## src/rtl/hbus_pkg.sv

```systemverilog
package hbus_pkg;
  // Access kind, encoded as {select, read/write}
  typedef enum logic [1:0] {
    ACC_IR_WR   = 2'b00,
    ACC_STAT_RD = 2'b01,
    ACC_DR_WR   = 2'b10,
    ACC_DR_RD   = 2'b11
  } acc_e;

  // Width command: top three bits of the instruction byte, and the width bit
  localparam logic [2:0] WIDTH_CMD_TAG = 3'b001;
  localparam int         WIDTH_BIT     = 4;
endpackage

```

## src/rtl/hbus_rst_sync.sv

```systemverilog
module hbus_rst_sync #(
  parameter int STAGES = 2
) (
  input  logic clk,
  input  logic rst_n,
  output logic rst_n_sync
);
  logic [STAGES-1:0] chain_q;

  always_ff @(posedge clk or negedge rst_n) begin
    if (!rst_n) chain_q <= '0;
    else        chain_q <= {chain_q[STAGES-2:0], 1'b1};
  end

  assign rst_n_sync = chain_q[STAGES-1];
endmodule

```

## src/rtl/hbus_strobe_sync.sv

```systemverilog
module hbus_strobe_sync #(
  parameter int DW     = 8,
  parameter int STAGES = 2
) (
  input  logic          clk,
  input  logic          rst_n,
  input  logic          e_in,
  input  logic          rs_in,
  input  logic          rw_in,
  input  logic [DW-1:0] d_in,
  output logic          e_hi,
  output logic          rs_now,
  output logic          rw_now,
  output logic          fall,
  output logic          cap_rs,
  output logic          cap_rw,
  output logic [DW-1:0] cap_d
);
  localparam int W = DW + 3;

  logic [STAGES-1:0][W-1:0] sh_q, sh_d;
  logic [W-1:0]             last;
  logic                     e_prev_q;
  logic [W-1:0]             cap_q;
  logic                     cap_en;

  always_comb begin
    sh_d[0] = {e_in, rs_in, rw_in, d_in};
    for (int i = 1; i < STAGES; i++) sh_d[i] = sh_q[i-1];
  end

  assign last   = sh_q[STAGES-1];
  assign e_hi   = last[W-1];
  assign rs_now = last[W-2];
  assign rw_now = last[W-3];
  assign cap_en = e_hi;

  always_ff @(posedge clk or negedge rst_n) begin
    if (!rst_n) begin
      sh_q     <= '0;
      e_prev_q <= 1'b0;
      cap_q    <= '0;
    end else begin
      sh_q     <= sh_d;
      e_prev_q <= e_hi;
      if (cap_en) cap_q <= last;
    end
  end

  assign fall   = e_prev_q & ~e_hi;
  assign cap_rs = cap_q[W-2];
  assign cap_rw = cap_q[W-3];
  assign cap_d  = cap_q[DW-1:0];

  // Each strobe completes exactly once
  a_r4_single_completion: assert property (@(posedge clk) disable iff (!rst_n)
    fall |=> !fall);
endmodule

```

## src/rtl/hbus_width_ctrl.sv

```systemverilog
module hbus_width_ctrl #(
  parameter int DW = 8
) (
  input  logic          clk,
  input  logic          rst_n,
  input  logic          fall,
  input  logic [DW-1:0] cap_d,
  input  logic          mode_wr,
  input  logic          mode_wide,
  input  logic [DW-1:0] rd_byte,
  output logic          done,
  output logic [DW-1:0] byte_o,
  output logic [DW-1:0] dout
);
  localparam int HW = DW / 2;

  logic          wide_q, wide_d;
  logic          phase_q, phase_d;
  logic [HW-1:0] hi_q;
  logic          hi_en;

  assign done   = fall & (wide_q | phase_q);
  assign byte_o = wide_q ? cap_d : {hi_q, cap_d[DW-1:HW]};
  assign hi_en  = fall & ~wide_q & ~phase_q;

  always_comb begin
    wide_d  = wide_q;
    phase_d = phase_q;
    if (fall && !wide_q) phase_d = ~phase_q;
    if (mode_wr) begin
      wide_d  = mode_wide;
      phase_d = 1'b0;
    end
  end

  always_ff @(posedge clk or negedge rst_n) begin
    if (!rst_n) begin
      wide_q  <= 1'b1;
      phase_q <= 1'b0;
      hi_q    <= '0;
    end else begin
      wide_q  <= wide_d;
      phase_q <= phase_d;
      if (hi_en) hi_q <= cap_d[DW-1:HW];
    end
  end

  always_comb begin
    if (wide_q)       dout = rd_byte;
    else if (phase_q) dout = {rd_byte[HW-1:0], {HW{1'b0}}};
    else              dout = {rd_byte[DW-1:HW], {HW{1'b0}}};
  end

  a_r9_wide_no_phase: assert property (@(posedge clk) disable iff (!rst_n)
    wide_q |-> !phase_q);
  a_r9_first_nibble_waits: assert property (@(posedge clk) disable iff (!rst_n)
    (fall && !wide_q && !phase_q && !mode_wr) |=> phase_q);
endmodule

```

## src/rtl/hbus_busy_timer.sv

```systemverilog
module hbus_busy_timer #(
  parameter int CYCLES = 40
) (
  input  logic clk,
  input  logic rst_n,
  input  logic start,
  output logic busy
);
  localparam int            CW   = $clog2(CYCLES + 1);
  localparam logic [CW-1:0] LOAD = CW'(CYCLES);

  logic [CW-1:0] cnt_q, cnt_d;

  always_comb begin
    cnt_d = cnt_q;
    if (start)              cnt_d = LOAD;
    else if (cnt_q != '0)   cnt_d = cnt_q - CW'(1);
  end

  always_ff @(posedge clk or negedge rst_n) begin
    if (!rst_n) cnt_q <= '0;
    else        cnt_q <= cnt_d;
  end

  assign busy = (cnt_q != '0);

  a_r2_busy_after_start: assert property (@(posedge clk) disable iff (!rst_n)
    start |=> busy);
endmodule

```

## src/rtl/hbus_addr_ctrl.sv

```systemverilog
module hbus_addr_ctrl #(
  parameter int AW = 7,
  parameter int DW = 8
) (
  input  logic          clk,
  input  logic          rst_n,
  input  logic          dr_wr,
  input  logic          dr_rd,
  input  logic [DW-1:0] wbyte,
  input  logic          ac_load,
  input  logic [AW-1:0] ac_val,
  input  logic          ac_dec,
  input  logic [DW-1:0] ram_rdata,
  output logic [AW-1:0] ac,
  output logic [DW-1:0] dr,
  output logic [AW-1:0] ram_addr,
  output logic          ram_we,
  output logic [DW-1:0] ram_wdata,
  output logic          ram_re
);
  logic [AW-1:0] ac_q, ac_d, step;
  logic [DW-1:0] dr_q, dr_d;
  logic          dr_en;
  logic          pf_q, pf_d, issue;
  logic          pend_q;
  logic          we_q, re_q;
  logic [AW-1:0] addr_q;
  logic          addr_en;
  logic [DW-1:0] wdata_q;

  always_comb begin
    step    = ac_dec ? (ac_q - AW'(1)) : (ac_q + AW'(1));
    if (ac_load)            ac_d = ac_val;
    else if (dr_wr | dr_rd) ac_d = step;
    else                    ac_d = ac_q;
    // a write owns the RAM port; a pending refill waits one cycle
    issue   = pf_q & ~dr_wr;
    pf_d    = ac_load | dr_rd | (pf_q & ~issue);
    addr_en = dr_wr | issue;
    dr_en   = dr_wr | pend_q;
    dr_d    = dr_wr ? wbyte : ram_rdata;
  end

  always_ff @(posedge clk or negedge rst_n) begin
    if (!rst_n) begin
      ac_q    <= '0;
      dr_q    <= '0;
      pf_q    <= 1'b0;
      pend_q  <= 1'b0;
      we_q    <= 1'b0;
      re_q    <= 1'b0;
      addr_q  <= '0;
      wdata_q <= '0;
    end else begin
      ac_q   <= ac_d;
      pf_q   <= pf_d;
      pend_q <= re_q;
      we_q   <= dr_wr;
      re_q   <= issue;
      if (dr_en)   dr_q    <= dr_d;
      if (addr_en) addr_q  <= ac_q;
      if (dr_wr)   wdata_q <= wbyte;
    end
  end

  assign ac        = ac_q;
  assign dr        = dr_q;
  assign ram_addr  = addr_q;
  assign ram_we    = we_q;
  assign ram_re    = re_q;
  assign ram_wdata = wdata_q;

  a_r4_write_at_counter: assert property (@(posedge clk) disable iff (!rst_n)
    dr_wr |=> (ram_we && ram_addr == $past(ac_q) && ram_wdata == $past(wbyte)));
  a_r6_step_up: assert property (@(posedge clk) disable iff (!rst_n)
    ((dr_wr || dr_rd) && !ac_load && !ac_dec) |=> ac_q == $past(ac_q) + AW'(1));
  a_r6_step_down: assert property (@(posedge clk) disable iff (!rst_n)
    ((dr_wr || dr_rd) && !ac_load && ac_dec) |=> ac_q == $past(ac_q) - AW'(1));
  a_r7_load_wins: assert property (@(posedge clk) disable iff (!rst_n)
    ac_load |=> ac_q == $past(ac_val));
  a_r5_port_exclusive: assert property (@(posedge clk) disable iff (!rst_n)
    !(ram_we && ram_re));
endmodule

```

## src/rtl/hostbus_dualreg.sv

```systemverilog
module hostbus_dualreg #(
  parameter int DW          = 8,
  parameter int SYNC_STAGES = 2,
  parameter int BUSY_CYCLES = 40
) (
  input  logic          clk,
  input  logic          rst_n,
  input  logic          bus_e,
  input  logic          bus_rs,
  input  logic          bus_rw,
  input  logic [DW-1:0] bus_din,
  output logic [DW-1:0] bus_dout,
  output logic          bus_doe,
  output logic          ir_valid,
  output logic [DW-1:0] ir_code,
  input  logic          ac_load,
  input  logic [DW-2:0] ac_load_val,
  input  logic          ac_down,
  output logic [DW-2:0] ram_addr,
  output logic          ram_we,
  output logic [DW-1:0] ram_wdata,
  output logic          ram_re,
  input  logic [DW-1:0] ram_rdata,
  output logic          busy
);
  import hbus_pkg::*;

  localparam int AW = DW - 1;

  logic          rst_s;
  logic          e_hi, rs_now, rw_now, fall, cap_rs, cap_rw;
  logic [DW-1:0] cap_d;
  logic          done;
  logic [DW-1:0] byte_v, rd_byte, dout;
  acc_e          acc;
  logic          ir_wr, dr_wr, dr_rd, mode_wr;
  logic [AW-1:0] ac;
  logic [DW-1:0] dr;
  logic          busy_w;
  logic          irv_q, irv_d;
  logic [DW-1:0] irc_q;

  hbus_rst_sync #(.STAGES(2)) u_rst (
    .clk(clk), .rst_n(rst_n), .rst_n_sync(rst_s)
  );

  hbus_strobe_sync #(.DW(DW), .STAGES(SYNC_STAGES)) u_sync (
    .clk(clk), .rst_n(rst_s), .e_in(bus_e), .rs_in(bus_rs), .rw_in(bus_rw),
    .d_in(bus_din), .e_hi(e_hi), .rs_now(rs_now), .rw_now(rw_now), .fall(fall),
    .cap_rs(cap_rs), .cap_rw(cap_rw), .cap_d(cap_d)
  );

  always_comb begin
    acc     = acc_e'({cap_rs, cap_rw});
    ir_wr   = done && (acc == ACC_IR_WR) && !busy_w;
    dr_wr   = done && (acc == ACC_DR_WR);
    dr_rd   = done && (acc == ACC_DR_RD);
    mode_wr = ir_wr && (byte_v[DW-1 -: 3] == WIDTH_CMD_TAG);
    rd_byte = rs_now ? dr : {busy_w, ac};
    irv_d   = ir_wr;
  end

  hbus_width_ctrl #(.DW(DW)) u_width (
    .clk(clk), .rst_n(rst_s), .fall(fall), .cap_d(cap_d),
    .mode_wr(mode_wr), .mode_wide(byte_v[WIDTH_BIT]), .rd_byte(rd_byte),
    .done(done), .byte_o(byte_v), .dout(dout)
  );

  hbus_busy_timer #(.CYCLES(BUSY_CYCLES)) u_busy (
    .clk(clk), .rst_n(rst_s), .start(ir_wr), .busy(busy_w)
  );

  hbus_addr_ctrl #(.AW(AW), .DW(DW)) u_addr (
    .clk(clk), .rst_n(rst_s), .dr_wr(dr_wr), .dr_rd(dr_rd), .wbyte(byte_v),
    .ac_load(ac_load), .ac_val(ac_load_val), .ac_dec(ac_down),
    .ram_rdata(ram_rdata), .ac(ac), .dr(dr), .ram_addr(ram_addr),
    .ram_we(ram_we), .ram_wdata(ram_wdata), .ram_re(ram_re)
  );

  always_ff @(posedge clk or negedge rst_s) begin
    if (!rst_s) begin
      irv_q <= 1'b0;
      irc_q <= '0;
    end else begin
      irv_q <= irv_d;
      if (ir_wr) irc_q <= byte_v;
    end
  end

  assign ir_valid = irv_q;
  assign ir_code  = irc_q;
  assign busy     = busy_w;
  assign bus_doe  = e_hi & rw_now;
  assign bus_dout = bus_doe ? dout : '0;

  a_r2_drop_while_busy: assert property (@(posedge clk) disable iff (!rst_s)
    (done && acc == ACC_IR_WR && busy_w) |=> !ir_valid);
  a_r2_pulse_single: assert property (@(posedge clk) disable iff (!rst_s)
    ir_valid |=> !ir_valid);
  a_r3_drive_only_high: assert property (@(posedge clk) disable iff (!rst_s)
    !e_hi |-> !bus_doe);
endmodule

```

## config.mk

```make
export PLATFORM = sky130hd
export DESIGN_NAME = hostbus_dualreg
export DESIGN_NICKNAME = d
export VERILOG_FILES = /design/src/rtl/hbus_pkg.sv /design/src/rtl/hbus_rst_sync.sv /design/src/rtl/hbus_strobe_sync.sv /design/src/rtl/hbus_width_ctrl.sv /design/src/rtl/hbus_busy_timer.sv /design/src/rtl/hbus_addr_ctrl.sv /design/src/rtl/hostbus_dualreg.sv
export SDC_FILE = /design/constraint.sdc
export NUM_CORES = 1
export LEC_CHECK = 0
export ABC_AREA = 1
export CAP_MARGIN = 20
export CELL_PAD_IN_SITES_DETAIL_PLACEMENT = 1
export CELL_PAD_IN_SITES_GLOBAL_PLACEMENT = 2
export CORE_ASPECT_RATIO = 0.6
export CORE_MARGIN = 5
export CORE_UTILIZATION = 33
export CTS_BUF_LIST = sky130_fd_sc_hd__clkbuf_2
export CTS_CLUSTER_DIAMETER = 200
export DETAILED_ROUTE_END_ITERATION = 12
export GPL_TIMING_DRIVEN = 0
export PLACE_DENSITY = 0.89
export SLEW_MARGIN = 20
export SYNTH_ARGS = -nofsm -noshare
export SYNTH_HDL_FRONTEND = slang
export SYNTH_SLANG_ARGS = --single-unit
```

## constraint.sdc

```tcl
create_clock -name clk -period 3.47 [get_ports clk]
set_input_delay 1.041 -clock clk [delete_from_list [all_inputs] [get_ports clk]]
set_output_delay 1.041 -clock clk [all_outputs]
set_load 0.02 [all_outputs]
```

==> metrics.csv, run 1 <==
metric,value,unit
outcome,"finished, final reports clean",
combPwrFrac,0.295,
drive_above_1_share,0.102,
wl,10000,µm
crit_path_start_kind,flop,
gp_congestion,0.857,
yosysWarnings,0,
cap_violations,0,
cts.clk_slew.worst_paths,0.26,ns
ys.flop_type,dfrtp_1,
die_width,149,µm
timing.final.ws_setup,0.155,ns
ir_drop,0.200,mV
htree_num_levels,3,
drt.antenna.violating_nets,0,
p_sw_frac,0.344,
cts_max_path_buffers,2,
leakagePower,2.33,nW
grt_overflow,0,
die_y,93.2,µm
vias_per_cell,4.64,
detail_route.iter0.violations,113,
crit_arrival,2.27,ns
synth_edf_count,0,
place_ws,0.253,ns
tritoncts,yes,
diodes,0,
crit_slowest_cell,clkdlybuf4s50_1,
fin_crit_sh,0.955,
antenna_found_initial,0,
vias,3053,
power.density,573,mW/mm²
min_path_type,flop to async pin,
final-hold-violation-count,0,
avgSynthCellArea,9.17,µm²
nNetsFinal,530,
ios,66,
power_frac_clock,0.224,
clock-root-buffer,clkbuf_2,
path_cells,buf_4 -> nor2_2 -> a21oi_1 -> o21a_1 -> clkdlybuf4s50_1,
io_buffers,64,
coreArea,0.0113,mm²
grt_max_degree,52,
finalPower,2.78,mW
synth_area,0.00380,mm²
finalMaxSlewViolations,0,
path_depth,5,
relSlewSlack,0.581,
critPathBufInv,2,
synthCells,415,
dr.pass1.iters,4,
synth_cell_types,33,
worst_slew_pin_slew,0.623,ns
hpwl,7830,µm
critPathCaptureType,primary output,
skew,0.0304,ns
grt_pass1_wl,16500,µm
r2r_setup_slack,1.60,ns
placementRows,30,
path_class,flop to primary output,
intPower,1.82,mW
seq_power_share,0.482,
initial_core_util,0.337,
grt_use_total,0.153,
cts.sinks,90,
final-setup-viol-count,0,
crit_family,buffers and inverters,
synth.net_count,452,
yosys_register_bits,90,
grt_pass1_vias,3178,
crit_path_max_incr_delay,0.60,ns
critPathMaxFanout,10,
ys_seq_area_frac,0.592,
max_freq,0.302,GHz
fin_crit,3.32,ns
cts_buffers,9,
dieArea,0.0138,mm²
syn2layout_area_growth,27.4,%
drc_errors,0,
wl_per_cell,15.2,µm
reg2reg_depth,10,
critPathRequiredTime,2.43,ns
synthArstFlopShare,1.00,
power.switching,0.956,mW
clock_latency,0.56,ns
==> power by group through the flow <==
stage / clock (mW) / combinational [mW] / sequential (mW)
after floorplan: 0 / 0.395 / 1.42
after global placement: 0 / 0.767 / 1.36
after detailed placement: 0 / 0.813 / 1.36
after CTS: 0.644 / 0.820 / 1.34
after global routing: 0.693 / 0.914 / 1.36
final: 0.622 / 0.819 / 1.34
==> synth_stat cells (2+ instances only) <==
library cell  count  area share
a21oi_1          11       0.014
buf_2             3      0.0039
buf_4             4      0.0079
clkbuf_1          5      0.0049
clkinv_1          2      0.0020
dfrtp_1          89        0.59
ha_1              6       0.020
inv_1            38       0.037
mux2_2            5       0.015
nand2_1         126        0.12
nand3_1          35       0.046
nand3b_1          2      0.0039
nand4_1           2      0.0033
nor2_1           26       0.026
o21a_1            8       0.016
o21ai_0          28       0.037
o21ai_1           4      0.0053
or2_2             3      0.0049
xnor2_1           3      0.0069
xor2_1            2      0.0046
==> area by class of cell <==
class | count | area [µm²]
Clock buffer | 9 | 45.0
Sequential cell | 90 | 2260
Inverter | 41 | 154
Timing Repair Buffer | 68 | 682
Clock inverter | 7 | 101
Multi-Input combinational cell | 271 | 1340
Fill cell | 1314 | 6450
Buffer | 12 | 66.3
Tap cell | 160 | 200
==> routing by layer <==
layer  routed length, µm  vias up  track usage
li1                    -     1476            -
met1                4940     1486        0.219
met2                4330       75        0.229
met3                 574       16       0.0416
met4                 166        0       0.0423
met5                   0        -            0
==> cell families (layout without fill, tap and decap cells) <==
group / count (synthesis) / in the layout / share of synthesized area
adders and majority gates: 7 / 7 / 0.0250
xor gates and xnor gates: 5 / 5 / 0.0115
buffers and inverters: 54 / 137 / 0.0582
DFF: 90 / 90 / 0.592
muxes: 5 / 5 / 0.0148
AOI/OAI and AO/OA: 54 / 54 / 0.0776
other: 1 / 1 / 0.000986
and+or+nand+nor: 199 / 199 / 0.220
==> path summary, 6_finish.rpt <==
kind                                   from              end
min in group clk            u_sync.sh_d[20]   u_sync.last[9]
setup reg to reg               u_addr.ac[0]     u_addr.ac[4]
max in group asynchronous  u_rst.chain_q[1]   u_width.wide_q
hold / removal             u_rst.chain_q[1]  u_sync.cap_q[4]
setup / recovery             u_width.wide_q      bus_dout[5]
hold reg to reg            u_rst.chain_q[1]  u_sync.cap_q[4]
==> layout by cell type, fill, tap and decap left out, drive strengths merged <==
| cell | n |
|---|---|
| xor2 | 2 |
| or2 | 3 |
| clkinvlp | 2 |
| clkdlybuf4s50 | 57 |
| mux2 | 5 |
| dfstp | 1 |
| clkinv | 3 |
| bufinv | 2 |
| xnor2 | 3 |
| buf | 12 |
| nor2 | 27 |
| dfrtp | 89 |
| fa | 1 |
| nand4 | 2 |
| ha | 6 |
| nor3 | 2 |
| nand3 | 36 |
| o211ai | 1 |
| dlymetal6s2s | 1 |
| o21a | 8 |
| o21ai | 32 |
| a31oi | 1 |
| inv | 41 |
| conb | 1 |
| o22ai | 1 |
| dlygate4sd2 | 5 |
| nand3b | 2 |
| a21oi | 11 |
| clkbuf | 14 |
| nand2 | 127 |
==> stage by stage <==
stage,area (µm²),TNS [ns],utilization,hold slack (ns),instances
finish,4850,0,0.429,0.285,658
global route,4850,-0.00508,0.429,0.320,658
CTS,4820,0,0.427,0.307,655
detailed placement,4680,0,0.414,0.321,640
global placement,4650,-17.28,0.411,0.333,639
floorplan,3800,0,-,0.331,415
==> what timing repair did <==
item                                    4_1_cts  5_1_grt
endpoints found under the setup margin        8        5
gates resized for setup                      11        6
buffers inserted                              0        3
hold buffers                                  0        0
pin swaps                                     0        1
==> state kept, by name, summed over array words and instances (netlist names) <==
signal / flops
u_addr.pend_q: 1
u_addr.ram_re: 1
u_busy.cnt_q: 6
u_width.phase_q: 1
u_sync.last: 11
ir_valid: 1
u_addr.pf_q: 1
ir_code: 8
u_rst.chain_q: 2
u_addr.ram_wdata: 8
u_width.hi_q: 4
u_addr.dr: 8
u_sync.sh_d: 11
u_sync.e_prev_q: 1
u_sync.cap_q: 10
u_width.wide_q: 1
u_addr.ac: 7
u_addr.ram_addr: 7
u_addr.ram_we: 1
(Power assumes the default switching activity.)
==> inputs of run 2 (changes only) <==
--- a/config.mk
+++ b/config.mk
@@ -11,10 +11,11 @@
 export CELL_PAD_IN_SITES_GLOBAL_PLACEMENT = 2
 export CORE_ASPECT_RATIO = 0.6
 export CORE_MARGIN = 5
-export CORE_UTILIZATION = 33
+export CORE_UTILIZATION = 40
 export CTS_BUF_LIST = sky130_fd_sc_hd__clkbuf_2
 export CTS_CLUSTER_DIAMETER = 200
 export DETAILED_ROUTE_END_ITERATION = 12
+export DONT_BUFFER_PORTS = 1
 export GPL_TIMING_DRIVEN = 0
 export PLACE_DENSITY = 0.89
 export SLEW_MARGIN = 20
==> run 2 against run 1 <==
  * Sequential power is 7% higher
  * Sequential share of layout area is 8.2 points higher
  * Clock skew is 0.0067 ns lower
  * Combinational power is 34% lower
  * Global-route usage is 2.6 points higher
  * Count of clock-buffer cells in the layout is 1 higher
  * Fmax is 2.0% higher
  * Largest power group unchanged
==> metrics.csv, run 2 (synthesis gave the netlist of run 1 again) <==
metric,value,unit,change
dieArea,0.0116,mm²,-16%
drt.antenna.violating_nets,0,,unchanged
relSlewSlack,0.536,,-0.0445
critPathMaxFanout,10,,unchanged
final_core_util,0.447,,+0.0180
cts_buffers,9,,unchanged
grt_pass1_wl,15700,µm,-4.5%
drc_errors,0,,unchanged
cts_max_path_buffers,2,,unchanged
fin_crit,3.25,ns,-0.0643 ns
ir_drop,0.269,mV,+34%
initial_core_util,0.413,,+0.0758
path_class,flop to primary output,,
cap_violations,0,,unchanged
cts.clk_slew.worst_paths,0.23,ns,-0.03 ns
worst_slew_pin_slew,0.689,ns,+0.0660 ns
grt_use_total,0.178,,+0.0255
finalMaxSlewViolations,0,,unchanged
leakagePower,2.01,nW,-14%
detail_route.iter0.violations,135,,+19%
coreArea,0.00922,mm²,-18%
power.density,603,mW/mm²,+5.2%
max_freq,0.308,GHz,+2.0%
antenna_found_initial,0,,unchanged
hpwl,7510,µm,-4.1%
grt_pass1_vias,2951,,-7.1%
io_buffers,0,,-100%
syn2layout_area_growth,8.35,%,
skew,0.0237,ns,-0.00672 ns
final-hold-violation-count,0,,unchanged
ios,66,,unchanged
vias_per_cell,5.09,,+9.6%
cts.sinks,90,,unchanged
critPathRequiredTime,2.43,ns,about the same
tritoncts,yes,,
diodes,0,,unchanged
r2r_setup_slack,1.56,ns,-0.04 ns
critPathCaptureType,primary output,,
outcome,"finished, final reports clean",,
gp_congestion,0.811,,-5.3%
die_width,136,µm,-8.6%
layout_common_cells,"nand2_1 (126), dfrtp_1 (88), inv_1 (38)",,
crit_path_start_kind,flop,,
clock-root-buffer,clkbuf_2,,
cts_setup_buffers,0,,unchanged
min_path_type,primary input to async pin,,
grt_overflow,0,,unchanged
nNetsFinal,464,,-12%
wl_per_cell,17.2,µm,+13%
clock_latency,0.56,ns,about the same
die_y,85.5,µm,-8.2%
dr.pass1.iters,4,,unchanged
placementRows,27,,-10%
final-setup-viol-count,0,,unchanged
layout_commonest_cell,nand2_1,,
drive_above_1_share,0.0928,,-0.00960
rr_startpoint,u_addr.ac[0],,
vias,2854,,-6.5%
reg2reg_depth,10,,unchanged
reg2reg_to,u_addr.ac[4],,
fin_crit_sh,0.937,,-0.0185
htree_num_levels,3,,unchanged
grt_max_degree,52,,unchanged
fin_cells,561,,-15%
dp.cells,546,,-15%
wl,9670,µm,-3.4%
rsz0062_at_grt,false,,
crit_arrival,2.21,ns,-0.06 ns
run 2: how the worst max path moves through the flow:
stage | cells after the start | endpoint | startpoint | slack [ns]
2_1_floorplan | 0 | ir_code[0] | u_rst.chain_q[1] | 0.78
3_3_place_gp | 0 | u_addr.ram_we | u_rst.chain_q[1] | -0.21
3_5_place_dp | 9 | bus_dout[7] | u_busy.cnt_q[0] | 0.56
4_1_cts | 9 | bus_dout[7] | u_busy.cnt_q[0] | 0.10
5_1_grt | 4 | bus_dout[4] | u_sync.last[9] | 0.003
6_report | 4 | bus_dout[3] | u_width.wide_q | 0.22
run 2: per-stage QoR:
stage / TNS [ns] / area, µm² / worst slack (ns) / hold WS [ns] / power (mW)
floorplan: 0 / 3800 / 0.779 / 0.331 / 1.82
global placement: -17.16 / 3970 / -0.206 / 0.333 / 1.95
detailed placement: 0 / 4000 / 0.558 / 0.320 / 1.99
CTS: 0 / 4110 / 0.100 / 0.0653 / 2.51
global route: 0 / 4120 / 0.00325 / 0.0328 / 2.66
finish: 0 / 4120 / 0.219 / 0.131 / 2.49
run 2: metal layers:
metal / routed length, µm / part of all wire / track usage / vias to the layer above
met3: 562 / 0.058 / 0.0615 / 12
met4: 136 / 0.014 / 0.0448 / 0
met2: 4110 / 0.43 / 0.258 / 60
met1: 4860 / 0.50 / 0.257 / 1440
li1: - / - / - / 1342
met5: 0 / 0 / 0 / -
run 2: final cells by class:
cell class	instances	area [µm²]
repair buffers	1	27.5
clock buffers	10	50.0
inverters	41	154
multi-input cells	271	1350
clock inverters	5	56.3
flip-flops and latches	90	2260
well taps	130	163
plain buffers	13	67.6
fillers	1113	5100
run 2: report_power, final:
group,total (mW),leakage [nW],switching (mW),internal (mW)
combinational,0.537,0.857,0.343,0.194
sequential,1.44,1.10,0.211,1.23
clock,0.511,0.0577,0.350,0.162
total,2.49,2.01,0.903,1.58
run 2: what timing repair did:
item | in CTS | in global routing
resized for setup | 2 | 2
pin swaps | 0 | 0
hold buffers | 0 | 0
endpoints found under the setup margin | 1 | 1
run 2: critical path: stages, from the launching register on:
cell and delay (ns):
dfstp_2 0.56, buf_4 0.17, clkbuf_1 0.35, nand2_1 0.20, nor2_1 0.40
==> inputs of run 3 (changes only) <==
--- a/config.mk
+++ b/config.mk
@@ -18,6 +18,7 @@
 export DONT_BUFFER_PORTS = 1
 export GPL_TIMING_DRIVEN = 0
 export PLACE_DENSITY = 0.89
+export RECOVER_POWER = 50
 export SLEW_MARGIN = 20
 export SYNTH_ARGS = -nofsm -noshare
 export SYNTH_HDL_FRONTEND = slang
==> run 3 against run 2 <==
  * Fmax unchanged
  * Worst hold slack improved by 0.00074 ns
  * Global-route usage stayed put
  * Wire length is essentially flat
  * Worst setup slack stayed put
  * Combinational power barely moved
  * Cell count is the same
  * Non-clock buffer count stayed put
  * Register-to-register slack worse by 0.70 ns
  * Largest power group unchanged
==> metrics.csv, run 3 (synthesis gave the netlist of run 1 again) <==
metric,value,unit,change
crit_arrival,2.21,ns,about the same
worst_slew_pin_slew,1.44,ns,+0.751 ns
place_area,0.00400,mm²,unchanged
cap_violations,0,,unchanged
final_core_util,0.444,,-0.00285
r2r_setup_slack,0.86,ns,-0.70 ns
power.density,606,mW/mm²,+0.49%
drc_errors,0,,unchanged
initial_core_util,0.413,,unchanged
cts_max_path_buffers,2,,unchanged
critPathCaptureType,primary output,,
finalMaxSlewViolations,0,,unchanged
detail_route.iter0.violations,135,,unchanged
grt_pass1_wl,15700,µm,unchanged
drt.antenna.violating_nets,0,,unchanged
htree_num_levels,3,,unchanged
diodes,0,,unchanged
reg2reg_to,u_busy.cnt_q[3],,
grt_use_total,0.178,,unchanged
outcome,"finished, final reports clean",,
n_fill_cell,1116,,+0.27%
wl_per_cell,17.2,µm,about the same
wl,9670,µm,about the same
place_ws,0.558,ns,unchanged
fin_crit_sh,0.937,,unchanged
rsz0062_at_grt,false,,
final-setup-viol-count,0,,unchanged
clock-root-buffer,clkbuf_2,,
antenna_found_initial,0,,unchanged
die_width,136,µm,unchanged
io_buffers,0,,unchanged
min_path_type,primary input to async pin,,
reg2reg_depth,1,,-9
layout_commonest_cell,nand2_1,,
drive_above_1_share,0.0905,,-0.00232
relSlewSlack,0.0405,,-0.495
gp_congestion,0.811,,unchanged
crit_path_start_kind,flop,,
timing.final.ws_setup,0.219,ns,unchanged
leakagePower,2.00,nW,-0.38%
grt_pass1_vias,2951,,unchanged
die_y,85.5,µm,unchanged
dr.pass1.iters,4,,unchanged
rr_startpoint,u_rst.chain_q[1],,
layout_common_cells,"nand2_1 (126), dfrtp_1 (89), inv_1 (38)",,
vias_per_cell,5.08,,about the same
hpwl,7510,µm,unchanged
cts_buffers,9,,unchanged
dieArea,0.0116,mm²,unchanged
fin_area,0.00410,mm²,-0.64%
coreArea,0.00922,mm²,unchanged
path_class,flop to primary output,,
grt_max_degree,52,,unchanged
max_freq,0.308,GHz,unchanged
tritoncts,yes,,
clock_latency,0.56,ns,about the same
cts.clk_slew.worst_paths,0.23,ns,about the same
final-hold-violation-count,0,,unchanged
vias,2852,,-0.070%
placementRows,27,,unchanged
ios,66,,unchanged
critPathRequiredTime,2.43,ns,about the same
nNetsFinal,464,,unchanged
cts.sinks,90,,unchanged
grt_overflow,0,,unchanged
ir_drop,0.269,mV,+0.18%
fin_crit,3.25,ns,unchanged
critPathLaunch,u_width.wide_q,,
critPathMaxFanout,10,,unchanged
skew,0.0229,ns,-0.000774 ns
syn2layout_area_growth,7.66,%,
-- run 3: worst max path at each step --
stage | to | cells past startpoint
floorplan | ir_code[0] | 0
global placement | u_addr.ram_we | 0
detailed placement | bus_dout[7] | 9
CTS | bus_dout[7] | 9
global route | bus_dout[4] | 4
finish | bus_dout[3] | 4
-- run 3: cell type report --
cell class,instances,area (µm²),share of cell area
Clock inverter,5,56.3,0.0137
Multi-Input combinational cell,271,1350,0.329
Tap cell,130,163,0.0397
Inverter,41,154,0.0376
Timing Repair Buffer,1,5.00,0.00122
Sequential cell,90,2250,0.550
Clock buffer,10,50.0,0.0122
Buffer,13,67.6,0.0165
-- run 3: worst max-delay path: stages, from the launching register on --
cell	delay, ns
dfstp_2	0.56
buf_4	0.17
clkbuf_1	0.35
nand2_1	0.20
nor2_1	0.40
-- run 3: metal layers --
layer  GRT usage  vias to the layer above  part of all wire
li1            -                     1341                 -
met1       0.257                     1439              0.50
met2       0.258                       60              0.43
met3      0.0615                       12             0.058
met4      0.0448                        0             0.014
met5           0                        -                 0
-- run 3: per-stage QoR --
stage	power, mW	cells	setup TNS (ns)	hold WS [ns]
after floorplan	1.82	415	0	0.331
after global placement	1.95	545	-17.16	0.333
after detailed placement	1.99	546	0	0.320
final	2.48	561	0	0.132
after CTS	2.51	561	0	0.0653
after global routing	2.66	561	0	0.0335
-- run 3: where the power goes --
group / internal, mW / leakage (nW) / switching [mW]
sequential: 1.23 / 1.10 / 0.211
combinational: 0.191 / 0.849 / 0.343
clock: 0.162 / 0.0577 / 0.350
-- run 3: timing repair --
item                                    CTS  global route
cloned                                    0             0
resized for setup                         2             2
endpoints found under the setup margin    1             1
setup buffers                             0             0
hold buffers                              0             0
